File: config.mk
export PLATFORM = sky130hd
export DESIGN_NAME = card_rx_frame
export DESIGN_NICKNAME = d
export VERILOG_FILES = /design/src/rtl/card_rx_pkg.sv /design/src/rtl/card_rx_crc16.sv /design/src/rtl/card_rx_deser.sv /design/src/rtl/card_rx_ctrl.sv /design/src/rtl/card_rx_frame.sv
export SDC_FILE = /design/constraint.sdc
export NUM_CORES = 1
export LEC_CHECK = 0
export BUFFER_PORTS_ARGS = -buffer_cell sky130_fd_sc_hd__buf_2
export CORE_UTILIZATION = 45
export CTS_CLUSTER_DIAMETER = 200
export DETAILED_ROUTE_END_ITERATION = 8
export GPL_ROUTABILITY_DRIVEN = 0
export PLACE_DENSITY = 0.68
export SLEW_MARGIN = 10
export SYNTH_ARGS = -nofsm -noshare
export SYNTH_HDL_FRONTEND = slang
export SYNTH_HIERARCHICAL = 1
export SYNTH_SLANG_ARGS = --single-unit
export TNS_END_PERCENT = 20
File: constraint.sdc
create_clock -name clk_i -period 3.7 [get_ports clk_i]
set_input_delay 0.37 -clock clk_i [delete_from_list [all_inputs] [get_ports clk_i]]
set_output_delay 0.37 -clock clk_i [all_outputs]
set_load 0.05 [all_outputs]
File: src/rtl/card_rx_pkg.sv
package card_rx_pkg;

  typedef enum logic [2:0] {
    ST_IDLE,
    ST_WAIT,
    ST_DATA,
    ST_CRC,
    ST_END
  } rx_state_e;

  // one serial step of an MSB-first CRC, zero feed on the low end
  function automatic logic [15:0] crc16_step(input logic [15:0] crc,
                                             input logic        din,
                                             input logic [15:0] poly);
    logic fb;
    fb = crc[15] ^ din;
    crc16_step = {crc[14:0], 1'b0} ^ (fb ? poly : 16'h0000);
  endfunction

endpackage

File: src/rtl/card_rx_crc16.sv
module card_rx_crc16
  import card_rx_pkg::*;
#(
  parameter logic [15:0] POLY = 16'h1021
) (
  input  logic clk_i,
  input  logic rst_ni,
  input  logic clr_i,
  input  logic upd_i,
  input  logic chk_i,
  input  logic bit_i,
  output logic err_o
);

  logic [15:0] crc_q;
  logic        err_q;

  always_ff @(posedge clk_i or negedge rst_ni) begin
    if (!rst_ni) begin
      crc_q <= '0;
      err_q <= 1'b0;
    end else if (clr_i) begin
      crc_q <= '0;
      err_q <= 1'b0;
    end else if (upd_i) begin
      crc_q <= crc16_step(crc_q, bit_i, POLY);
    end else if (chk_i) begin
      // compare received trailer against remainder, MSB first
      err_q <= err_q | (bit_i ^ crc_q[15]);
      crc_q <= {crc_q[14:0], 1'b0};
    end
  end

  assign err_o = err_q;

  a_r6_no_upd_and_chk: assert property (@(posedge clk_i) disable iff (!rst_ni)
    !(upd_i && chk_i));

endmodule

File: src/rtl/card_rx_deser.sv
module card_rx_deser #(
  parameter int BYTE_W = 8
) (
  input  logic              clk_i,
  input  logic              rst_ni,
  input  logic              clr_i,
  input  logic              shift_i,
  input  logic              bit_i,
  output logic              last_bit_o,
  output logic [BYTE_W-1:0] byte_o,
  output logic              vld_o
);

  localparam int CNT_W = (BYTE_W > 1) ? $clog2(BYTE_W) : 1;
  localparam logic [CNT_W-1:0] CNT_LAST = CNT_W'(BYTE_W - 1);

  logic [BYTE_W-2:0] sr_q;
  logic [CNT_W-1:0]  cnt_q;
  logic [BYTE_W-1:0] byte_q;
  logic              vld_q;

  assign last_bit_o = (cnt_q == CNT_LAST);

  always_ff @(posedge clk_i or negedge rst_ni) begin
    if (!rst_ni) begin
      sr_q   <= '0;
      cnt_q  <= '0;
      byte_q <= '0;
      vld_q  <= 1'b0;
    end else begin
      vld_q <= 1'b0;
      if (clr_i) begin
        cnt_q <= '0;
      end else if (shift_i) begin
        sr_q <= {sr_q[BYTE_W-3:0], bit_i};
        if (last_bit_o) begin
          byte_q <= {sr_q, bit_i};
          vld_q  <= 1'b1;
          cnt_q  <= '0;
        end else begin
          cnt_q <= cnt_q + CNT_W'(1);
        end
      end
    end
  end

  assign byte_o = byte_q;
  assign vld_o  = vld_q;

  a_r5_vld_single: assert property (@(posedge clk_i) disable iff (!rst_ni)
    vld_o |=> !vld_o);

endmodule

File: src/rtl/card_rx_ctrl.sv
module card_rx_ctrl
  import card_rx_pkg::*;
#(
  parameter int LEN_W = 10,
  parameter int TO_W  = 16,
  parameter int CRC_W = 16
) (
  input  logic             clk_i,
  input  logic             rst_ni,
  input  logic             dir_tx_i,
  input  logic             arm_i,
  input  logic             stream_i,
  input  logic [LEN_W-1:0] len_i,
  input  logic [TO_W-1:0]  timeout_i,
  input  logic             sd_i,
  input  logic             byte_last_i,
  input  logic             crc_err_i,
  output logic             clr_o,
  output logic             shift_o,
  output logic             chk_o,
  output logic             busy_o,
  output logic             eof_o,
  output logic             fmt_ok_o,
  output logic             crc_ok_o,
  output logic             timeout_o
);

  localparam int CC_W = $clog2(CRC_W);
  localparam logic [CC_W-1:0] CC_LAST = CC_W'(CRC_W - 1);

  rx_state_e        state_q;
  logic             stream_q;
  logic [LEN_W-1:0] len_q;
  logic [TO_W-1:0]  tmo_q;
  logic [TO_W-1:0]  to_cnt_q;
  logic [TO_W:0]    to_nxt;
  logic [LEN_W-1:0] byte_cnt_q;
  logic [CC_W-1:0]  crc_cnt_q;
  logic             eof_q, fmt_q, crc_ok_q, tmo_flag_q;
  logic             last_byte;

  assign to_nxt    = {1'b0, to_cnt_q} + {{TO_W{1'b0}}, 1'b1};
  assign last_byte = (byte_cnt_q == len_q - LEN_W'(1));

  always_comb begin
    clr_o   = arm_i && !dir_tx_i && (state_q == ST_IDLE);
    shift_o = (state_q == ST_DATA) && !dir_tx_i;
    chk_o   = (state_q == ST_CRC) && !dir_tx_i;
  end

  always_ff @(posedge clk_i or negedge rst_ni) begin
    if (!rst_ni) begin
      state_q    <= ST_IDLE;
      stream_q   <= 1'b0;
      len_q      <= '0;
      tmo_q      <= '0;
      to_cnt_q   <= '0;
      byte_cnt_q <= '0;
      crc_cnt_q  <= '0;
      eof_q      <= 1'b0;
      fmt_q      <= 1'b0;
      crc_ok_q   <= 1'b0;
      tmo_flag_q <= 1'b0;
    end else if (dir_tx_i) begin
      state_q <= ST_IDLE;
    end else begin
      unique case (state_q)
        ST_IDLE: if (arm_i) begin
          state_q    <= ST_WAIT;
          stream_q   <= stream_i;
          len_q      <= len_i;
          tmo_q      <= timeout_i;
          to_cnt_q   <= '0;
          eof_q      <= 1'b0;
          fmt_q      <= 1'b0;
          crc_ok_q   <= 1'b0;
          tmo_flag_q <= 1'b0;
        end
        ST_WAIT: begin
          if (!sd_i) begin
            state_q    <= ST_DATA;
            byte_cnt_q <= '0;
          end else if (to_nxt >= {1'b0, tmo_q}) begin
            tmo_flag_q <= 1'b1;
            state_q    <= ST_IDLE;
          end else begin
            to_cnt_q <= to_nxt[TO_W-1:0];
          end
        end
        ST_DATA: if (byte_last_i) begin
          if (last_byte) begin
            state_q   <= stream_q ? ST_END : ST_CRC;
            crc_cnt_q <= '0;
          end else begin
            byte_cnt_q <= byte_cnt_q + LEN_W'(1);
          end
        end
        ST_CRC: begin
          if (crc_cnt_q == CC_LAST) state_q <= ST_END;
          else crc_cnt_q <= crc_cnt_q + CC_W'(1);
        end
        ST_END: begin
          eof_q    <= 1'b1;
          fmt_q    <= sd_i;
          crc_ok_q <= !stream_q && !crc_err_i;
          state_q  <= ST_IDLE;
        end
        default: state_q <= ST_IDLE;
      endcase
    end
  end

  assign busy_o    = (state_q != ST_IDLE);
  assign eof_o     = eof_q;
  assign fmt_ok_o  = fmt_q;
  assign crc_ok_o  = crc_ok_q;
  assign timeout_o = tmo_flag_q;

  a_r2_dir_tx_idles: assert property (@(posedge clk_i) disable iff (!rst_ni)
    dir_tx_i |=> !busy_o);
  a_r4_timeout_no_eof: assert property (@(posedge clk_i) disable iff (!rst_ni)
    $rose(timeout_o) |-> (!eof_o && !busy_o));
  a_r7_stream_crc_clear: assert property (@(posedge clk_i) disable iff (!rst_ni)
    ($rose(eof_o) && stream_q) |-> !crc_ok_o);
  a_r8_eof_idle: assert property (@(posedge clk_i) disable iff (!rst_ni)
    $rose(eof_o) |-> !busy_o);
  a_r9_arm_clears: assert property (@(posedge clk_i) disable iff (!rst_ni)
    $rose(busy_o) |-> (!eof_o && !fmt_ok_o && !crc_ok_o && !timeout_o));

endmodule

File: src/rtl/card_rx_frame.sv
module card_rx_frame #(
  parameter int          LEN_W  = 10,
  parameter int          TO_W   = 16,
  parameter logic [15:0] POLY   = 16'h1021
) (
  input  logic             clk_i,
  input  logic             rst_ni,
  input  logic             dir_tx_i,
  input  logic             arm_i,
  input  logic             stream_mode_i,
  input  logic [LEN_W-1:0] blk_len_i,
  input  logic [TO_W-1:0]  timeout_i,
  input  logic             sd_i,
  output logic [7:0]       byte_o,
  output logic             byte_vld_o,
  output logic             busy_o,
  output logic             eof_o,
  output logic             fmt_ok_o,
  output logic             crc_ok_o,
  output logic             timeout_o
);

  localparam int BYTE_W = 8;
  localparam int CRC_W  = 16;

  logic clr, shift, chk, byte_last, crc_err;

  card_rx_ctrl #(
    .LEN_W(LEN_W),
    .TO_W (TO_W),
    .CRC_W(CRC_W)
  ) u_ctrl (
    .clk_i      (clk_i),
    .rst_ni     (rst_ni),
    .dir_tx_i   (dir_tx_i),
    .arm_i      (arm_i),
    .stream_i   (stream_mode_i),
    .len_i      (blk_len_i),
    .timeout_i  (timeout_i),
    .sd_i       (sd_i),
    .byte_last_i(byte_last),
    .crc_err_i  (crc_err),
    .clr_o      (clr),
    .shift_o    (shift),
    .chk_o      (chk),
    .busy_o     (busy_o),
    .eof_o      (eof_o),
    .fmt_ok_o   (fmt_ok_o),
    .crc_ok_o   (crc_ok_o),
    .timeout_o  (timeout_o)
  );

  card_rx_deser #(.BYTE_W(BYTE_W)) u_deser (
    .clk_i     (clk_i),
    .rst_ni    (rst_ni),
    .clr_i     (clr),
    .shift_i   (shift),
    .bit_i     (sd_i),
    .last_bit_o(byte_last),
    .byte_o    (byte_o),
    .vld_o     (byte_vld_o)
  );

  card_rx_crc16 #(.POLY(POLY)) u_crc (
    .clk_i (clk_i),
    .rst_ni(rst_ni),
    .clr_i (clr),
    .upd_i (shift),
    .chk_i (chk),
    .bit_i (sd_i),
    .err_o (crc_err)
  );

  a_r5_vld_while_busy: assert property (@(posedge clk_i) disable iff (!rst_ni)
    byte_vld_o |-> busy_o);

endmodule

---- Word level (Yosys, flattened, before mapping) ----
Index checks and enable logic that the tools add are counted.
cells by class
  bitwise operators ....................... 5
  order comparisons ....................... 1
  $add $sub $neg .......................... 5
  muxes and demuxes ....................... 41
  reductions and logical operators ........ 27
  equality and inequality tests ........... 22
operators by type and width
  operator                 number
  $mux W16                 6
  $mux W3                  11
  $pmux W16 S2             1
  $mux W10                 3
  $reduce_and A5 Y1        5
  $pmux W10 S2             1
  $add A16 B1 Y17 const B  1
  $ge A17 B16 Y1           1
  $ne A2 B2 Y1 const B     8
  $xor A16 B16 Y16         1
  $mux W13                 1
  $mux W4                  3
  $pmux W3 S4              1
  $reduce_bool A2 Y1       6
  $add A10 B1 Y10 const B  1
  $eq A10 B10 Y1           1
  $sub A10 B1 Y10 const B  1
  $mux W1                  9
  $ne A3 B3 Y1 const B     3
  $reduce_and A3 Y1        3
  $pmux W1 S2              4
  $pmux W4 S2              1
  $eq A3 B2 Y1 const B     2
  $eq A3 B3 Y1 const B     2
  other kinds (15)         25
word-level totals
  logic and storage cells ................. 118
  bits of input ports ..................... 32
  output and inout bits ................... 14
  flip-flop bits (word level) ............. 100

---- Logic depth before layout (Yosys ltp) ----
Gate-level depths: netlist of run 1.
  depth after elaboration ................. 6
  depth in mapped cells ................... 15

---- Cells and area by module ----
Netlist of run 1, hierarchy kept.
by module, submodules not included
  module         cells each  times used  area an instance (um^2)  seq. area each (um^2)
  card_rx_ctrl   452         1           4013.8                   1601.5
  card_rx_deser  48          1           803.3                    475.5
  card_rx_crc16  76          1           762.0                    425.4

---- Worst setup path before layout of run 1 ----
No wires, ideal clock.
  kind .................................... register to register
  start ................................... register u_ctrl.to_cnt_q[2]
  end ..................................... register u_ctrl.to_cnt_q[10]
  setup slack ............................. 0.573 ns
  data required time ...................... 3.574 ns
  period minus slack after synthesis ...... 3.127 ns
  arrival time ............................ 3.001 ns
  library setup time ...................... 0.126 ns
  cell stages (with the launch flop) ...... 15
  cells stage by stage .................... dfrtp_1 -> and3_1 -> and3_1 -> clkbuf_1 -> nand3_1 -> nor2_1 -> xor2_1 -> ha_1 -> a211oi_1 -> o21ai_0 -> o211ai_1 -> o211ai_1 -> clkbuf_1 -> o311a_1 -> a221o_1
between the ends
  longest elaborated chain between the ends .. 4
  elaborated cells on any way between the ends .. 7
  those cells by class .................... 1 x add/sub; 1 x order compare; 1 x eq/ne; 3 x mux; 1 x reduce/logical
RTL lines
  element                                                                    RTL line            source
  start: declaration                                                         card_rx_ctrl.sv:35  logic [TO_W-1:0] to_cnt_q;
  start signal: assignment                                                   card_rx_ctrl.sv:87  to_cnt_q <= to_nxt[TO_W-1:0];
  $add A16 B1 Y17 *                                                          card_rx_ctrl.sv:42  assign to_nxt = {1'b0, to_cnt_q} + {{TO_W{1'b0}}, 1'b1};
  $ge A17 B16 Y1 / $mux W16 (equally long branches)                          card_rx_ctrl.sv:83  end else if (to_nxt >= {1'b0, tmo_q}) begin
  $ne A2 B2 Y1 (no source line) / $mux W16 (equally long branches)           --
  $reduce_and A5 Y1 (no source line) / $pmux W16 S2 (equally long branches)  --
Every way passes the cells marked *; elsewhere a longest branch is shown, timed or not. The select of a mux whose other input is x is not followed.
A chain may end at the register's enable or synchronous reset.

---- Final worst setup path of run 1 ----
  start ................................... register u_ctrl.to_cnt_q[0]
  end ..................................... register u_ctrl.to_cnt_q[6]
Same word-level chain as after synthesis.

==> results_dict.tcl, run 1 <==
set metrics [dict create \
    grt_pass1_vias 4129 \
    place_inst 765 \
    fin_cells 781 \
    skew_ps 8.59 \
    cts_inserted_buffers 9 \
    reg2regPathDepth 15 \
    drtAntennaViolNets 0 \
    tritoncts "done" \
    netlist_instances 576 \
    worst_pin_slew_ps 769 \
    clock-sinks 100 \
    synth-main-ff-cell "dfrtp_1" \
    clock_path_buffers 2 \
    power.density_mw_per_mm2 697 \
    r2r-start "u_ctrl/to_cnt_q[0]" \
    ctsRootBufferMaster "clkbuf_16" \
    synth-edff-count 0 \
    post_cts_buffers 0 \
    synth_top_cell_area_share_pct 44.9 \
    portBuffers 45 \
    grt_overflow 0 \
    post-route-period-util_pct 91.8 \
    syn-cell-area_mm2 0.00558 \
    nets 662 \
    critical_path_arrival_ps 3640 \
    n_fill_cell 1119 \
    drt_iter0_markers 328 \
    drive_above_1_share_pct 16.3 \
    clock_latency_ps 360 \
    die-area_mm2 0.0128 \
    ios 46 \
    syn-num-nets 630 \
    start_util_pct 46.3 \
    die_h_um 113 \
    hold_violations 0 \
    end_kind "flip-flop" \
    grt_pass1_wl_mm 20.1 \
    dpl.hpwl_mm 8.38 \
    synth.most_common_cell "dfrtp_1" \
    yosysWarnings 6 \
    n_antenna_cell 0 \
    rsz0062_at_grt "no" \
    status "completed" \
    cts_resized 0 \
    start_kind "flip-flop" \
    setup_viol 0 \
    core_mm2 0.0121 \
    vias 4290 \
    cts_hold_buffers 0 \
    slew_headroom_pct 48.6 \
    async_reset_ff_share_pct 100 \
    netlist.top_cell.by_area "dfrtp_1" \
    worstPathRequired_ps 3940 \
    cp_max_fo 15 \
    leakagePower_nw 3.03 \
    r2r_setup_slack_ps 300 \
    synthTopCellsByArea "dfrtp_1, nand2_1, ha_1" \
    ys_ff_latch 100 \
    syn_area_per_cell_um2 9.69 \
    drv_cap 0 \
    max_freq_mhz 294 \
    grt_max_degree 43 \
    synthTopCellsByCount "dfrtp_1, nand2_1, o21ai_0, inv_1, nor2_1" \
    routedWlPerCell_um 15.3 \
    drt_pass1_iterations 4 \
    drcViolationCount 0 \
    htreeDepth 3 \
    ir_drop_mv 0.294 \
    r2r-end "u_ctrl/to_cnt_q[6]" \
    fin_crit_ps 3400 \
    die_w_um 113 \
    vias_per_cell 5.49 \
    wl_mm 11.9 \
    row_count 40 \
    clk_pin_slew_ps 70 \
    antenna_found_initial 0 \
    synth_cell_types 69 \
    grt_use_total_pct 20.0 \
    finalSetupTns_ps 0 \
    syn_to_final_growth_pct 12.7 \
    slew_violations 0 \
    hold_class "in2async" \
    yosysSeqAreaShare_pct 44.9 \
    crit_type "reg2reg" \
]
==> how the worst max path moves through the flow <==
stage | endpoint | cells after the start | from
after CTS | u_ctrl/to_cnt_q[0] | 14 | u_ctrl/to_cnt_q[0]
after global placement | u_ctrl/to_cnt_q[0] | 14 | u_ctrl/to_cnt_q[0]
after floorplan | u_ctrl/to_cnt_q[10] | 14 | u_ctrl/to_cnt_q[2]
final | u_ctrl/to_cnt_q[6] | 15 | u_ctrl/to_cnt_q[0]
after global routing | u_ctrl/to_cnt_q[6] | 15 | u_ctrl/to_cnt_q[0]
after detailed placement | u_ctrl/to_cnt_q[0] | 14 | u_ctrl/to_cnt_q[0]
==> flip-flops by register name, summed over array words and instances, names as in the netlist, 3 cells and up <==
signal,flops
u_ctrl/byte_cnt_q,10
u_ctrl/crc_cnt_q,4
u_deser/cnt_q,3
u_deser/sr_q,7
u_ctrl/state_q,3
u_ctrl/tmo_q,16
u_deser/byte_o,8
u_ctrl/len_q,10
u_ctrl/to_cnt_q,16
u_crc/crc_q,16
==> per-stage QoR <==
step | total power [mW] | cell area (µm²) | setup slack (ps) | hold WS [ps] | util [%]
finish | 4.38 | 6290 | 303 | 2.46 | 52.1
global route | 4.69 | 6290 | 16.4 | 51.4 | 52.1
CTS | 4.40 | 6290 | 137 | 34.5 | 52.1
detailed placement | 3.23 | 5920 | 196 | 411 | 49.1
global placement | 3.17 | 5920 | 273 | 399 | 49.1
floorplan | 2.87 | 5580 | 573 | 74.4 | -
==> cells by family (layout without fill, tap and decap cells) <==
group	count (synthesis)	after routing	synth area share (%)
compound gates	131	131	15.8
xor+xnor	29	29	5.18
fa+ha+maj	22	22	4.93
buf+inv	62	99	4.71
flops	100	100	44.9
mux	20	20	4.46
simple gates	212	212	20.0
==> power breakdown <==
part | internal [mW] | total [mW] | switching, mW
Combinational | 0.625 | 1.51 | 0.881
Clock | 0.748 | 1.16 | 0.408
Sequential | 1.41 | 1.72 | 0.315
Total | 2.78 | 4.38 | 1.60
==> routing by layer <==
metal	part of all wire, %	track usage [%]
met1	47	27.3
met2	47	31.3
met3	3.8	3.32
met4	2.2	9.30
met5	0	0
==> layout by cell type (no fill, tap or decap), types with 3 or more instances in the layout <==
master	count
nand4_1	5
nor2_1	27
o31ai_1	3
bufinv_16	4
xor2_1	12
mux2_2	11
buf_2	44
a221o_1	6
a22o_1	7
ha_1	22
nand3_1	17
nor3_1	15
a21o_1	6
and3_1	8
a211oi_1	9
o211ai_1	6
o21ai_0	45
nand2b_1	16
nor2b_1	6
dfrtp_1	100
xnor2_1	14
buf_4	7
or3_1	5
o41ai_1	4
clkbuf_16	9
a21oi_1	19
o22ai_1	3
mux2_4	7
nand2_1	83
inv_1	31
nor3b_1	3
==> cell type report <==
cell class	count	area (µm²)	share of cell area, %
flip-flops and latches	100	2500	39.8
inverters	32	120	1.91
well taps	168	210	3.34
clock buffers	12	246	3.92
repair buffers	51	273	4.34
clock inverters	4	120	1.91
multi-input cells	414	2820	44.8
==> critical path, cell delays in order (launching register included) <==
cell and delay [ps]:
dfrtp_1 420, ha_1 270, nand3_1 210, inv_1 100, nand3_1 190, nor2_1 200
xor2_1 170, ha_1 260, a21o_1 160, a21oi_1 130, o21ai_0 90, o211ai_1 100
o211ai_1 150, buf_4 220, a21o_2 310, a221o_1 310
Power figures use the tool's default switching activity.
==> run 2: changes to the inputs <==
- SYNTH_HIERARCHICAL: 1 -> unset
==> results_dict.tcl, run 2 <==
set metrics [dict create \
    synth.most_common_cell "nand2_1" \
    clk_pin_slew_ps 70 \
    path_cells "ha_1, and3_1, and4_1, and2_1, nor2b_1, or2_2, ha_1, and2_0, nand4_1, nor2_1, a2bb2oi_4, a41oi_1, buf_4, mux2_2" \
    worst_path_max_delay_cell "dfrtp_1" \
    grt_max_degree 67 \
    dpl.hpwl_mm 8.00 \
    portBuffers 45 \
    post-route-util_pct 52.5 \
    drt_iter0_markers 264 \
    skew_ps 7.92 \
    crit_type "reg2reg" \
    synth_cell_types 67 \
    syn_area_per_cell_um2 9.38 \
    ios 46 \
    multi_input_area_mm2 0.00263 \
    wl_mm 11.2 \
    syn_to_final_growth_pct 13.4 \
    worst_pin_slew_ps 1150 \
    async_reset_ff_share_pct 100 \
    r2r-start "u_ctrl.to_cnt_q[0]" \
    start_util_pct 46.3 \
    routedWlPerCell_um 14.8 \
    critPathMaxStageDelay_ps 430 \
    synthTopCellsByArea "dfrtp_1, nand2_1, ha_1" \
    hold_class "in2async" \
    drive_above_1_share_pct 16.9 \
    drt_pass1_iterations 4 \
    row_count 39 \
    synthTopCellsByCount "nand2_1, dfrtp_1, o21ai_0, inv_1, nor2_1" \
    grt_overflow 0 \
    finalSetupTns_ps 0 \
    grt_pass1_vias 4113 \
    die_h_um 111 \
    largestRegisters "u_crc.crc_q x16, u_ctrl.tmo_q x16, u_ctrl.to_cnt_q x16" \
    core_mm2 0.0115 \
    grt_use_total_pct 19.8 \
    clock-sinks 100 \
    mostFrequentLayoutCell "nand2_1" \
    cp_top_family "simple AND/OR/NAND/NOR gates" \
    synth-edff-count 0 \
    slew_headroom_pct 22.1 \
    syn-num-nets 620 \
    r2r_setup_slack_ps 180 \
    tritoncts "done" \
    slew_violations 0 \
    clock_latency_ps 340 \
    end_kind "flip-flop" \
    drv_cap 0 \
    post_cts_buffers 0 \
    power.density_mw_per_mm2 443 \
    start_kind "flip-flop" \
    worstPathRequired_ps 3930 \
    critPathBufInv 1 \
    layout.area.seq_mm2 0.00250 \
    max_freq_mhz 284 \
    reg2regPathDepth 14 \
    post-place-ws_ps 121 \
    status "completed" \
    most-common-layout-cells "nand2_1, dfrtp_1, o21ai_0, buf_2, inv_1" \
    netlist_instances 566 \
    grt_pass1_wl_mm 19.8 \
    hold_violations 0 \
    leakagePower_nw 2.99 \
    n_antenna_cell 0 \
    cts_resized 0 \
    htreeDepth 3 \
    yosysWarnings 0 \
    die-area_mm2 0.0122 \
    netlist.top_cell.by_area "dfrtp_1" \
    vias_per_cell 5.48 \
    die_w_um 111 \
    nets 664 \
    crit_top_cell "ha_1" \
    antenna_found_initial 0 \
    synth_top_cell_area_share_pct 47.1 \
    cts_inserted_buffers 9 \
    drtAntennaViolNets 0 \
    cts_hold_buffers 0 \
    drcViolationCount 0 \
    ir_drop_mv 0.200 \
    setup_ws_ps 175 \
    cp_max_fo 9 \
    vias 4152 \
    r2r-end "u_ctrl.to_cnt_q[0]" \
    ys_ff_latch 100 \
    synth-main-ff-cell "dfrtp_1" \
    post-route-period-util_pct 95.3 \
    ctsRootBufferMaster "clkbuf_16" \
    fin_crit_ps 3520 \
    syn-cell-area_mm2 0.00531 \
    setup_viol 0 \
    critical_path_arrival_ps 3750 \
    n_fill_cell 1035 \
    yosysSeqAreaShare_pct 47.1 \
    clock_path_buffers 2 \
]
[run 2: cell types whose count changed in the layout (fill, tap and decap cells not counted), sizes merged, moves of 5 or more]
cell	previous run	this run
nand2	83	121
nor3	19	5
a21oi	19	9
and2	2	11
nand2b	16	7
a211oi	10	2
mux2	18	12
mux2i	2	8
or2	1	7
xnor2	14	8
a21bo	0	5
a221o	6	1
nor2	28	23
[run 2: area by class of cell]
class,instances,share of cell area [%]
clock buffers,10,3.80
inverters,29,1.81
clock inverters,6,1.08
well taps,143,2.97
flip-flops and latches,100,41.6
multi-input cells,415,43.7
repair buffers,55,5.03
[run 2: cells by family (layout without fill, tap and decap cells)]
| family | count (synthesis) | after routing | synth area share (%) |
|---|---|---|---|
| simple gates | 231 | 231 | 20.8 |
| compound gates | 119 | 119 | 15.3 |
| flops | 100 | 100 | 47.1 |
| buf+inv | 51 | 100 | 3.63 |
| xor+xnor | 23 | 23 | 3.80 |
| fa+ha+maj | 22 | 22 | 5.19 |
| mux | 20 | 20 | 4.13 |
[run 2: how the worst max path moves through the flow]
stage | start | to | slack [ps] | cells past startpoint
after detailed placement | u_ctrl.to_cnt_q[0] | u_ctrl.to_cnt_q[0] | 120 | 13
after floorplan | u_ctrl.to_cnt_q[0] | u_ctrl.to_cnt_q[0] | 290 | 15
after global routing | u_ctrl.to_cnt_q[0] | u_ctrl.to_cnt_q[0] | -10 | 14
after global placement | u_ctrl.to_cnt_q[0] | u_ctrl.to_cnt_q[0] | 240 | 13
after CTS | u_ctrl.to_cnt_q[0] | u_ctrl.to_cnt_q[0] | 90 | 13
final | u_ctrl.to_cnt_q[0] | u_ctrl.to_cnt_q[0] | 180 | 14
[run 2: metal layers]
layer  global-route usage (%)  wire [µm]
met1                     28.2       5660
met2                     30.8       5020
met3                     2.36        336
met4                     7.73        219
met5                        0          0
[run 2: through the flow]
stage	cell area, µm²	std cells	hold WS (ps)	total power, mW
after floorplan	5310	566	74.4	1.60
after global placement	5710	742	453	1.72
after detailed placement	5710	742	461	1.75
after CTS	6010	758	177	2.68
after global routing	6020	758	221	2.80
final	6020	758	121	2.66
[run 2: power by group]
part	internal (mW)	total [mW]	leakage, nW	switching [mW]
clock network	0.523	0.931	0.131	0.408
logic	0.186	0.450	1.54	0.263
registers	1.20	1.28	1.33	0.0884
total	1.90	2.66	2.99	0.759
==> run 3: changes to the inputs <==
- CORE_MARGIN: unset -> 10
- PLACE_DENSITY: 0.68 -> 0.7
- clock period: 3.7 -> 3 ns (I/O delays scaled with it)
==> results_dict.tcl, run 3 (synthesized netlist as in run 2, its figures left out) <==
set metrics [dict create \
    syn_to_final_growth_pct 20.3 \
    path_cells "ha_2, and3_4, and4_4, and2_4, nor2b_2, or2_4, ha_4, and2_4, a221o_1, a32oi_2, buf_4, a41oi_4, buf_6, a21bo_2" \
    row_count 39 \
    drv_cap 0 \
    wl_mm 11.9 \
    n_fill_cell 992 \
    vias_per_cell 5.41 \
    worstPathRequired_ps 3240 \
    start_kind "flip-flop" \
    setup_viol 17 \
    p_switching_mw 0.941 \
    critical_path_arrival_ps 3440 \
    cts_hold_buffers 0 \
    critPathMaxStageDelay_ps 380 \
    clk_pin_slew_ps 70 \
    grt_use_total_pct 14.8 \
    antenna_found_initial 0 \
    grt_pass1_vias 4363 \
    status "complete, but fails checks" \
    clock_path_buffers 2 \
    ctsRootBufferMaster "clkbuf_16" \
    portBuffers 45 \
    hold_class "in2async" \
    post-place-ws_ps -211 \
    drt_iter0_markers 279 \
    cts_inserted_buffers 9 \
    grt_max_degree 101 \
    p_sw_share_pct 29.0 \
    routedWlPerCell_um 15.0 \
    end_kind "flip-flop" \
    violations "negative setup slack" \
    total_power_mw 3.25 \
    vias 4269 \
    tritoncts "done" \
    largestRegisters "u_crc.crc_q x16, u_ctrl.tmo_q x16, u_ctrl.to_cnt_q x16" \
    die-area_mm2 0.0165 \
    finalSetupTns_ps -2830 \
    drtAntennaViolNets 0 \
    skew_ps 6.48 \
    die_w_um 129 \
    grt_overflow 0 \
    hold_violations 0 \
    grt_pass1_wl_mm 20.5 \
    max_freq_mhz 313 \
    fin_cells 789 \
    crit_top_cell "and2_4" \
    p_int_mw 2.31 \
    n_antenna_cell 0 \
    fin_crit_ps 3200 \
    dpl.hpwl_mm 8.53 \
    ios 46 \
    drt_pass1_iterations 4 \
    clock-sinks 100 \
    cp_max_fo 5 \
    power.density_mw_per_mm2 509 \
    core_mm2 0.0115 \
    rsz0062_at_grt "yes" \
    mostFrequentLayoutCell "nand2_1" \
    place_inst 767 \
    htreeDepth 3 \
    leakagePower_nw 3.18 \
    slew_violations 0 \
    seqPwrFrac_pct 48.6 \
    nets 696 \
    worst_pin_slew_ps 572 \
    ir_drop_mv 0.314 \
    worst_path_max_delay_cell "dfrtp_1" \
    drcViolationCount 0 \
    post-route-period-util_pct 107 \
    p_clk_share_pct 32.5 \
    drive_above_1_share_pct 24.1 \
    post-route-util_pct 55.7 \
    slew_headroom_pct 61.6 \
    start_util_pct 46.3 \
    clock_latency_ps 340 \
    setup_ws_ps -198 \
    crit_type "reg2reg" \
    die_h_um 129 \
    pwr-share-comb_pct 18.9 \
    most-common-layout-cells "nand2_1, dfrtp_1, o21ai_0, buf_2, buf_4" \
]
[run 3: critical path, delay by kind of cell, from the launching register on]
family                   cells  cell delay (ps)
AND/OR/NAND/NOR              6             1000
AO/OA/AOI/OAI                4              910
adder cells (fa/ha/maj)      2              430
flip-flops                   1              380
buffers and inverters        2              340
[run 3: cell type report]
cell class	instances	area (µm²)	share of cell area (%)
timing repair buffer	87	567	8.88
tap	143	179	2.80
clock inverter	4	27.5	0.431
inverter	29	109	1.71
sequential	100	2500	39.2
clock buffer	11	233	3.65
multi-input combinational	415	2770	43.3
[run 3: what timing repair did]
action | in CTS | in global routing
setup buffers | 4 | 3
resized for setup | 9 | 9
pin swaps | 10 | 13
endpoints found under the setup margin | 18 | 18
[run 3: through the flow]
step / instance area [µm²] / hold WS, ps
global route: 6380 / 70.0
global placement: 5990 / 406
floorplan: 5410 / 4.41
detailed placement: 5990 / 405
finish: 6380 / 16.9
CTS: 6320 / 39.7
[run 3: layer usage]
layer	vias to the layer above	GRT usage, %	part of all wire [%]
li1	2113	-	-
met1	2048	19.8	49
met2	95	23.5	45
met3	13	2.34	4.2
met4	0	5.70	1.7
met5	-	0	0
[run 3: final timing paths]
kind	depth (start not counted)	slack (ps)	start	end
hold reg to reg	2	470	u_deser.sr_q[6]	u_deser.byte_o[7]
setup / recovery	14	-200	u_ctrl.to_cnt_q[1]	u_ctrl.to_cnt_q[5]
hold / removal	2	20	rst_ni	u_crc.crc_q[10]
setup reg to reg	14	-200	u_ctrl.to_cnt_q[1]	u_ctrl.to_cnt_q[5]
min in group clk_i	3	150	timeout_i[13]	u_ctrl.tmo_q[13]
max in group asynchronous	2	2590	rst_ni	u_ctrl.tmo_q[5]
[run 3: power by group through the flow]
stage | clock network (mW) | registers, mW | logic [mW]
after floorplan | 0 | 1.57 | 0.424
after CTS | 1.08 | 1.58 | 0.606
after global placement | 0 | 1.60 | 0.567
after detailed placement | 0 | 1.60 | 0.592
final | 1.05 | 1.58 | 0.615
after global routing | 1.13 | 1.59 | 0.699
